==> src/rtl/gauge_drive_guard_pkg.sv <==
package gauge_drive_guard_pkg;

  typedef enum logic {
    DRV_OFF = 1'b0,
    DRV_ON  = 1'b1
  } drvState_e;

  // Strobes passed from the arming control to the fault datapath.
  typedef struct packed {
    logic captureCause;  // load sticky cause register this edge
    logic driveOn;       // buffers currently enabled
  } guardStrobes_t;

endpackage

==> src/rtl/gauge_sync_chain.sv <==
module gauge_sync_chain #(
  parameter int WIDTH  = 3,
  parameter int STAGES = 2
) (
  input  logic             clk,
  input  logic             rstN,
  input  logic [WIDTH-1:0] din,
  output logic [WIDTH-1:0] dout
);

  logic [WIDTH-1:0] stageQ [STAGES];

  generate
    for (genvar s = 0; s < STAGES; s++) begin : g_stage
      if (s == 0) begin : g_first
        always_ff @(posedge clk or negedge rstN) begin
          if (!rstN) stageQ[s] <= '0;
          else       stageQ[s] <= din;
        end
      end else begin : g_next
        always_ff @(posedge clk or negedge rstN) begin
          if (!rstN) stageQ[s] <= '0;
          else       stageQ[s] <= stageQ[s-1];
        end
      end
    end
  endgenerate

  assign dout = stageQ[STAGES-1];

endmodule

==> src/rtl/gauge_fault_path.sv <==
module gauge_fault_path
  import gauge_drive_guard_pkg::*;
#(
  parameter int NUM_COILS   = 2,
  parameter int SYNC_STAGES = 2
) (
  input  logic                 clk,
  input  logic                 rstN,
  input  logic [NUM_COILS-1:0] ocFlag,
  input  logic                 otFlag,
  input  guardStrobes_t        strobes,
  output logic                 faultAny,
  output logic [NUM_COILS:0]   faultCause,
  output logic                 drvEnable,
  output logic                 statusLow
);

  localparam int FLT_W = NUM_COILS + 1;

  logic [FLT_W-1:0] rawFault;
  logic [FLT_W-1:0] syncFault;
  logic [FLT_W-1:0] causeQ;

  assign rawFault = {otFlag, ocFlag};

  gauge_sync_chain #(
    .WIDTH (FLT_W),
    .STAGES(SYNC_STAGES)
  ) u_sync (
    .clk (clk),
    .rstN(rstN),
    .din (rawFault),
    .dout(syncFault)
  );

  always_ff @(posedge clk or negedge rstN) begin
    if (!rstN)                     causeQ <= '0;
    else if (strobes.captureCause) causeQ <= syncFault;
  end

  assign faultAny   = |syncFault;
  assign faultCause = causeQ;
  assign drvEnable  = strobes.driveOn;
  assign statusLow  = ~strobes.driveOn;

endmodule

==> src/rtl/gauge_arm_ctrl.sv <==
module gauge_arm_ctrl
  import gauge_drive_guard_pkg::*;
(
  input  logic          clk,
  input  logic          rstN,
  input  logic          enPin,
  input  logic          commitStrobe,
  input  logic          faultAny,
  output guardStrobes_t strobes
);

  drvState_e stateQ, stateD;
  logic      armAttempt;

  assign armAttempt = commitStrobe && enPin;

  always_comb begin
    stateD = stateQ;
    if (faultAny)          stateD = DRV_OFF;   // fault wins over commit
    else if (commitStrobe) stateD = enPin ? DRV_ON : DRV_OFF;
    else if (!enPin)       stateD = DRV_OFF;
  end

  always_ff @(posedge clk or negedge rstN) begin
    if (!rstN) stateQ <= DRV_OFF;
    else       stateQ <= stateD;
  end

  always_comb begin
    strobes.driveOn      = (stateQ == DRV_ON);
    strobes.captureCause = faultAny && ((stateQ == DRV_ON) || armAttempt);
  end

endmodule

==> src/rtl/gauge_drive_guard.sv <==
module gauge_drive_guard
  import gauge_drive_guard_pkg::*;
#(
  parameter int NUM_COILS   = 2,
  parameter int SYNC_STAGES = 2
) (
  input  logic                 clk,
  input  logic                 rstN,
  input  logic                 enPin,
  input  logic                 commitStrobe,
  input  logic [NUM_COILS-1:0] ocFlag,
  input  logic                 otFlag,
  output logic                 drvEnable,
  output logic                 statusLow,
  output logic [NUM_COILS:0]   faultCause
);

  guardStrobes_t strobes;
  logic          faultAnySync;

  gauge_arm_ctrl u_ctrl (
    .clk         (clk),
    .rstN        (rstN),
    .enPin       (enPin),
    .commitStrobe(commitStrobe),
    .faultAny    (faultAnySync),
    .strobes     (strobes)
  );

  gauge_fault_path #(
    .NUM_COILS  (NUM_COILS),
    .SYNC_STAGES(SYNC_STAGES)
  ) u_path (
    .clk       (clk),
    .rstN      (rstN),
    .ocFlag    (ocFlag),
    .otFlag    (otFlag),
    .strobes   (strobes),
    .faultAny  (faultAnySync),
    .faultCause(faultCause),
    .drvEnable (drvEnable),
    .statusLow (statusLow)
  );

endmodule

==> config.mk <==
export PLATFORM = sky130hd
export DESIGN_NAME = gauge_drive_guard
export DESIGN_NICKNAME = d
export VERILOG_FILES = /design/src/rtl/gauge_drive_guard_pkg.sv /design/src/rtl/gauge_sync_chain.sv /design/src/rtl/gauge_fault_path.sv /design/src/rtl/gauge_arm_ctrl.sv /design/src/rtl/gauge_drive_guard.sv
export SDC_FILE = /design/constraint.sdc
export NUM_CORES = 1
export LEC_CHECK = 0
export ABC_AREA = 1
export BUFFER_PORTS_ARGS = -buffer_cell sky130_fd_sc_hd__buf_4
export CAP_MARGIN = 25
export CORE_AREA = 2 2 39 41
export DETAILED_ROUTE_END_ITERATION = 12
export DIE_AREA = 0 0 41 43
export PLACE_DENSITY = 0.47
export SLEW_MARGIN = 20
export SYNTH_ARGS = -nofsm -noshare
export SYNTH_HDL_FRONTEND = slang
export SYNTH_SLANG_ARGS = --single-unit
==> constraint.sdc <==
create_clock -name clk -period 2.35 [get_ports clk]
set_input_delay 0.3525 -clock clk [delete_from_list [all_inputs] [get_ports clk]]
set_output_delay 0.3525 -clock clk [all_outputs]
set_load 0.01 [all_outputs]
==> results of run 1 <==
==> metrics by stage <==
step                      utilization  total power [mW]  cells  hold slack, ns  worst slack, ns
after floorplan                     -             0.210     28          0.0569             1.50
after global placement          0.309             0.236     55           0.185             1.45
after detailed placement        0.309             0.237     55           0.187             1.44
after CTS                       0.333             0.351     59           0.193             1.15
after global routing            0.333             0.361     59           0.189             1.14
final                           0.333             0.342     59           0.205             1.17
==> how the worst min path moves through the flow <==
stage,cells after the start,slack (ns),startpoint,endpoint
finish,1,0.20,ocFlag[0],u_path.u_sync.stageQ[3]$_DFF_PN0_
global route,1,0.19,ocFlag[0],u_path.u_sync.stageQ[3]$_DFF_PN0_
detailed placement,1,0.19,rstN,u_path.u_sync.stageQ[3]$_DFF_PN0_
floorplan,0,0.06,rstN,u_ctrl.stateQ$_DFFE_PN0P_
global placement,1,0.19,rstN,u_path.u_sync.stageQ[3]$_DFF_PN0_
CTS,1,0.19,ocFlag[0],u_path.u_sync.stageQ[3]$_DFF_PN0_
==> cell usage in the layout (no fill, tap or decap), drive strengths merged <==
cell type	count
clkbuf	3
o21ai	1
nand2	12
nand3	1
inv	2
dlygate4sd3	1
buf	11
nor2	2
dfrtp	10
==> state kept, by name (all words and copies together) (netlist names) <==
name / cells
u_ctrl.stateQ: 1
u_path.faultCause: 3
u_path.u_sync.dout: 3
u_path.u_sync.stageQ: 3
==> routing by layer <==
| metal | GRT usage | up-vias |
|---|---|---|
| li1 | - | 115 |
| met1 | 0.0741 | 106 |
| met2 | 0.109 | 8 |
| met3 | 0.0471 | 0 |
| met4 | 0.0400 | 0 |
| met5 | 0 | - |
==> worst max-delay path: cells and delay by family (launching register included) <==
family / cells / cell delay (ns)
DFF: 1 / 0.40
buffers and inverters: 2 / 0.18
==> cells by family after synthesis <==
| family | Yosys count | share of synthesized area |
|---|---|---|
| AND/OR/NAND/NOR | 15 | 0.192 |
| AO/OA/AOI/OAI | 1 | 0.0154 |
| flip-flops | 10 | 0.769 |
| buffers and inverters | 2 | 0.0231 |
==> power groups by stage <==
stage	Combinational, mW	Sequential (mW)	Clock [mW]
detailed placement	0.0419	0.195	0
floorplan	0.0116	0.198	0
global placement	0.0415	0.194	0
global route	0.0473	0.193	0.121
finish	0.0422	0.192	0.108
CTS	0.0432	0.192	0.116
==> area by class of cell <==
type | instances | area (um2)
clock buffers | 3 | 22.5
well taps | 16 | 20.0
fillers | 154 | 923
inverters | 2 | 7.51
multi-input cells | 16 | 67.6
repair buffers | 12 | 92.6
flip-flops and latches | 10 | 250
==> what timing repair did <==
action | CTS | global route
endpoints found under the hold margin | 10 | 0
resized for setup | 0 | 0
hold buffers | 1 | 0
==> reports/qor.csv, run 1 <==
metric,value,unit
root_buffer,clkbuf_4,
crit_fanout,3,
vias_per_cell,3.88,
numCtsBuffers,3,
port_buffers,11,
hold_path_class,primary input to flop,
wl_met1,192,um
postCtsSetupBuffers,0,
synth_largest_area_cell,dfrtp_1,
switching_share,0.219,
dr_total_vias,229,
finalNetCount,52,
wl_met3,42,um
status,"finished, final reports clean",
htree_levels,1,
rsz0062_at_grt,false,
grt_max_degree,11,
drc,0,
p_sw,0.0748,mW
io_pins,12,
synthArstFlopShare,1.00,
reg2reg_to,u_path.faultCause[1]$_DFFE_PN0P_,
synth_commonest_cells,"dfrtp_1, nand2_1, nand2_2, nor2_1",
skew,0.000272,ns
grt_overflow_total,0,
p_seq_frac,0.561,
vdd_drop_max,0.333,mV
synth_nets,35,
combPwrFrac,0.123,
setup.worst_path.start,u_ctrl.stateQ$_DFFE_PN0P_,
diodes,0,
power.internal,0.267,mW
area_growth,41.5,%
reg2reg_from,u_path.u_sync.dout[2]$_DFF_PN0_,
drive_above_1_share,0.395,
finalCriticalPeriod,1.18,ns
yosysTopAreaCellShare,0.769,
r2r_slack,1.53,ns
dr.pass1.iters,2,
core,1380,um2
power_density,742,nW/um2
synth_cell_types,8,
slowest_delay,0.40,ns
dr.first_iter.drc_count,1,
clockBufferDepth,2,
place_congestion,0.598,
cp.arrival,0.83,ns
grt_pass1_wl,828,um
fmax,0.845,GHz
period_share,0.504,
synthesis.instances,28,
finalSetupViolations,0,
synth_area,325,um2
synth_edf_count,0,
setup_tns,0,ns
die_x,41,um
yosysWarnings,0,
fp.dieH,43,um
die-area,1760,um2
synthFlopType,dfrtp_1,
finalMaxSlewViolations,0,
rows,14,
cap_viol_max_count,0,
antenna_found_initial,0,
grt_pass1_vias,221,
r2r_cells,5,
clk-insertion-delay-late,0.25,ns
power.leakage,0.239,nW
place_hpwl,381,um
syn_area_per_cell,11.6,um2
top_layer,met3,
cp-end-kind,output port,
drt-wirelength-per-cell,8.29,um
cp.required,2.00,ns
slowest_stage,dfrtp_1,
dpl_cell_area,428,um2
cp-start-kind,flop,
ant_nets,0,
p_clk_frac,0.316,
synth_area_leaders,"dfrtp_1, nand2_1, nand2_2, nor2_1, nand3_1",
clock_sinks,10,
slew_headroom,0.907,
finalHoldViolCount,0,
ys_ff_latch,10,
grt_usage,0.0733,
clkTransAtPathRegs,0.06,ns
cts_tree,built,
ys_seq_area_frac,0.769,
stdcell_area,460,um2
cp_cell_sequence,inv_2 -> buf_4,
tightest_slew,0.139,ns
endpoint,statusLow,
wl_met2,254,um
start_util,0.235,
wl,489,um
crit_type,flop to output port,
Note: power is estimated with default switching activity, not from simulation.
==> run 2: changes to the inputs <==
==> constraint.sdc (replaced) <==
create_clock -name clk -period 1.19 [get_ports clk]
set_input_delay 0.1785 -clock clk [delete_from_list [all_inputs] [get_ports clk]]
set_output_delay 0.1785 -clock clk [all_outputs]
set_load 0.01 [all_outputs]
==> reports/qor.csv, run 2 (synthesized netlist as in run 1, its figures left out) <==
metric,value,unit
status,"finished, final reports clean",
clockBufferDepth,2,
dr.pass1.iters,2,
grt_usage,0.0843,
grt_max_degree,11,
skew,0.000351,ns
finalMaxSlewViolations,0,
start_util,0.235,
slowest_delay,0.40,ns
reg2reg_from,u_path.u_sync.dout[2]$_DFF_PN0_,
root_buffer,clkbuf_4,
final.setup.worst_slack,0.177,ns
cp-start-kind,flop,
whs,0.0292,ns
combPwrFrac,0.124,
fp.dieH,43,um
setup_tns,0,ns
slew_headroom,0.886,
finalHoldViolCount,0,
grt_overflow_total,0,
power.leakage,0.239,nW
cp_top_family,flip-flops,
antenna_found_initial,0,
numCtsBuffers,3,
clock_sinks,10,
cap_viol_max_count,0,
grt_pass1_vias,253,
rows,14,
rsz0062_at_grt,false,
fmax,0.987,GHz
final_core_util,0.333,
cp.required,1.01,ns
power_density,1470,nW/um2
pre_cts_ws,0.372,ns
met2_usage,0.128,
p_sw,0.148,mW
switching_share,0.220,
period_share,0.851,
vdd_drop_max,0.506,mV
place_congestion,0.618,
busiest_layer,met2,
port_buffers,11,
crit_fanout,3,
cp-end-kind,output port,
final_common_cell,buf_4,
power.internal,0.527,mW
clk-insertion-delay-late,0.25,ns
drc,0,
io_pins,12,
vias_per_cell,3.98,
critical_path_buf_inv_count,2,
hp-start,ocFlag[0],
grt_pass1_wl,910,um
cp.arrival,0.83,ns
drive_above_1_share,0.395,
placed_cells,55,
dr.first_iter.drc_count,2,
use_met3,0.0471,
p_clk_frac,0.315,
die-area,1760,um2
most-common-layout-cells,"buf_4, nand2_1, dfrtp_1, clkbuf_4",
wl,516,um
diodes,0,
instances_no_fill,59,
register_area,250,um2
p_seq_frac,0.561,
finalSetupViolations,0,
cts_tree,built,
die_x,41,um
cp_cell_sequence,inv_2 -> buf_4,
multi_input_area,67.6,um2
dr_total_vias,235,
finalNetCount,52,
crit_type,flop to output port,
drt-wirelength-per-cell,8.75,um
area_growth,41.5,%
tightest_slew,0.169,ns
nFillCells,147,
clkTransAtPathRegs,0.06,ns
hold_path_class,primary input to flop,
setup.worst_path.start,u_ctrl.stateQ$_DFFE_PN0P_,
core,1380,um2
slowest_stage,dfrtp_1,
met1_usage,0.0702,
ant_nets,0,
htree_levels,1,
postCtsSetupBuffers,0,
finalCriticalPeriod,1.01,ns
run 2: final timing paths:
path / end / depth (start not counted) / slack (ns)
hold reg to reg: u_path.u_sync.dout[2]$_DFF_PN0_ / 0 / 0.35
hold / removal: u_path.u_sync.stageQ[3]$_DFF_PN0_ / 1 / 0.03
setup reg to reg: u_path.faultCause[2]$_DFFE_PN0P_ / 4 / 0.37
setup / recovery: statusLow / 2 / 0.18
min in group asynchronous: u_path.u_sync.stageQ[4]$_DFF_PN0_ / 2 / 0.28
max in group asynchronous: u_path.u_sync.dout[2]$_DFF_PN0_ / 2 / 0.77
run 2: final cells by class:
class,count,area share
inverters,2,0.0163
flip-flops and latches,10,0.543
well taps,16,0.0435
clock buffers,3,0.0489
repair buffers,12,0.201
multi-input cells,16,0.147
run 2: worst reg2reg max path: stages, from the launching register on:
cell,delay (ns)
dfrtp_1,0.38
nor2_1,0.10
nand2_1,0.10
nand3_1,0.09
nand2_1,0.05
run 2: what timing repair did:
item,4_1_cts,5_1_grt
hold buffers,1,0
gates resized for setup,0,0
hold endpoints to repair,10,0
run 2: routing by layer:
layer  wire length (um)  vias up
li1                   -      117
met1                190      108
met2                275        8
met3                 43        2
met4                  7        0
met5                  0        -
run 2: stage by stage:
stage	power, mW	instance area, um2
2_1_floorplan	0.415	325
4_1_cts	0.694	460
5_1_grt	0.722	460
3_3_place_gp	0.467	428
3_5_place_dp	0.469	428
6_report	0.676	460
run 2: power by group through the flow:
| stage | sequential, mW | combinational [mW] | clock, mW |
|---|---|---|---|
| after global placement | 0.385 | 0.0822 | 0 |
| after floorplan | 0.392 | 0.0229 | 0 |
| final | 0.379 | 0.0837 | 0.213 |
| after CTS | 0.379 | 0.0859 | 0.229 |
| after detailed placement | 0.385 | 0.0833 | 0 |
| after global routing | 0.383 | 0.0926 | 0.246 |
==> run 3: changes to the inputs <==
--- a/config.mk
+++ b/config.mk
@@ -11,6 +11,7 @@
 export CORE_AREA = 2 2 39 41
 export DETAILED_ROUTE_END_ITERATION = 12
 export DIE_AREA = 0 0 41 43
+export HOLD_SLACK_MARGIN = 0.12
 export PLACE_DENSITY = 0.47
 export SLEW_MARGIN = 20
 export SYNTH_ARGS = -nofsm -noshare
==> reports/qor.csv, run 3 (synthesized netlist as in run 1, its figures left out) <==
metric,value,unit
hold_path_class,primary input to flop,
finalHoldViolCount,0,
crit_type,flop to output port,
final_common_cell,buf_4,
skew,0.000351,ns
drc,0,
reg2reg_from,u_path.u_sync.dout[2]$_DFF_PN0_,
numCtsBuffers,3,
postCtsSetupBuffers,0,
power.internal,0.534,mW
fp.dieH,43,um
cp-end-kind,output port,
slew_headroom,0.886,
most-common-layout-cells,"buf_4, nand2_1, dfrtp_1, dlygate4sd3_1, clkbuf_4",
finalMaxSlewViolations,0,
pre_cts_ws,0.372,ns
switching_share,0.219,
grt_max_degree,11,
clockBufferDepth,2,
dpl_cell_area,428,um2
dr_total_vias,244,
p_sw,0.150,mW
stdcell_area,490,um2
ant_nets,0,
diodes,0,
setup_tns,0,ns
clock_sinks,10,
wl,536,um
antenna_found_initial,0,
grt_pass1_vias,252,
final.setup.worst_slack,0.177,ns
die-area,1760,um2
core,1380,um2
finalSetupViolations,0,
tightest_slew,0.169,ns
finalNetCount,55,
die_x,41,um
start_util,0.235,
crit_fanout,3,
setup.worst_path.start,u_ctrl.stateQ$_DFFE_PN0P_,
htree_levels,1,
power.leakage,0.251,nW
finalCriticalPeriod,1.01,ns
dr.first_iter.drc_count,2,
io_pins,12,
drt-wirelength-per-cell,8.65,um
grt_overflow_total,0,
grt_usage,0.0854,
area_growth,50.8,%
drive_above_1_share,0.370,
rows,14,
vias_per_cell,3.94,
fmax,0.987,GHz
hp-start,enPin,
port_buffers,11,
grt_pass1_wl,910,um
combPwrFrac,0.134,
p_seq_frac,0.554,
dr.pass1.iters,2,
period_share,0.851,
status,"finished, final reports clean",
cp.arrival,0.83,ns
cp.required,1.01,ns
vdd_drop_max,0.507,mV
cap_viol_max_count,0,
place_congestion,0.618,
cp-start-kind,flop,
clkTransAtPathRegs,0.06,ns
rsz0062_at_grt,false,
cts_tree,built,
p_clk_frac,0.312,
root_buffer,clkbuf_4,
power_density,1390,nW/um2
clk-insertion-delay-late,0.25,ns
-- run 3: changes by cell type in the layout (fill, tap and decap cells not counted) --
cell / previous run / this run
dlygate4sd3_1: 1 / 4
-- run 3: worst paths after layout --
kind | endpoint | slack (ns) | cells after the start
max | statusLow | 0.18 | 2
min | u_ctrl.stateQ$_DFFE_PN0P_ | 0.19 | 3
max reg2reg | u_path.faultCause[2]$_DFFE_PN0P_ | 0.37 | 4
min reg2reg | u_path.u_sync.dout[2]$_DFF_PN0_ | 0.35 | 0
max in group asynchronous | u_path.faultCause[1]$_DFFE_PN0P_ | 0.77 | 2
min in group asynchronous | u_path.u_sync.stageQ[4]$_DFF_PN0_ | 0.29 | 2
-- run 3: final cells by class --
class,instances,area [um2]
Fill cell,146,893
Sequential cell,10,250
Timing Repair Buffer,15,123
Multi-Input combinational cell,16,67.6
Clock buffer,3,22.5
Tap cell,16,20.0
Inverter,2,7.51
-- run 3: layer usage --
metal  share of wire  global-route usage  vias to the layer above  wire [um]
li1                -                   -                      123          -
met1            0.37              0.0702                      111        199
met2            0.53               0.131                        8        286
met3           0.080              0.0471                        2         43
met4           0.013              0.0800                        0          7
met5               0                   0                        -          0
-- run 3: per-stage QoR --
stage	power (mW)	hold WS, ns	cells	util
6_report	0.684	0.191	62	0.354
5_1_grt	0.730	0.205	62	0.354
4_1_cts	0.702	0.175	62	0.354
3_5_place_dp	0.469	0.0133	55	0.309
3_3_place_gp	0.467	0.00966	55	0.309
2_1_floorplan	0.415	-0.117	28	-
-- run 3: repair_timing --
| action | 4_1_cts | 5_1_grt |
|---|---|---|
| hold buffers | 4 | 0 |
| gates resized for setup | 0 | 0 |
| hold endpoints to repair | 13 | 0 |
-- run 3: worst max-delay path: stages, from the launching register on --
cell and delay [ns]:
dfrtp_1 0.40, inv_2 0.07, buf_4 0.11
-- run 3: power by group through the flow --
stage	registers, mW	logic, mW	clock network (mW)
2_1_floorplan	0.392	0.0229	0
3_3_place_gp	0.385	0.0822	0
3_5_place_dp	0.385	0.0833	0
4_1_cts	0.379	0.0936	0.229
5_1_grt	0.383	0.101	0.246
6_report	0.379	0.0915	0.213
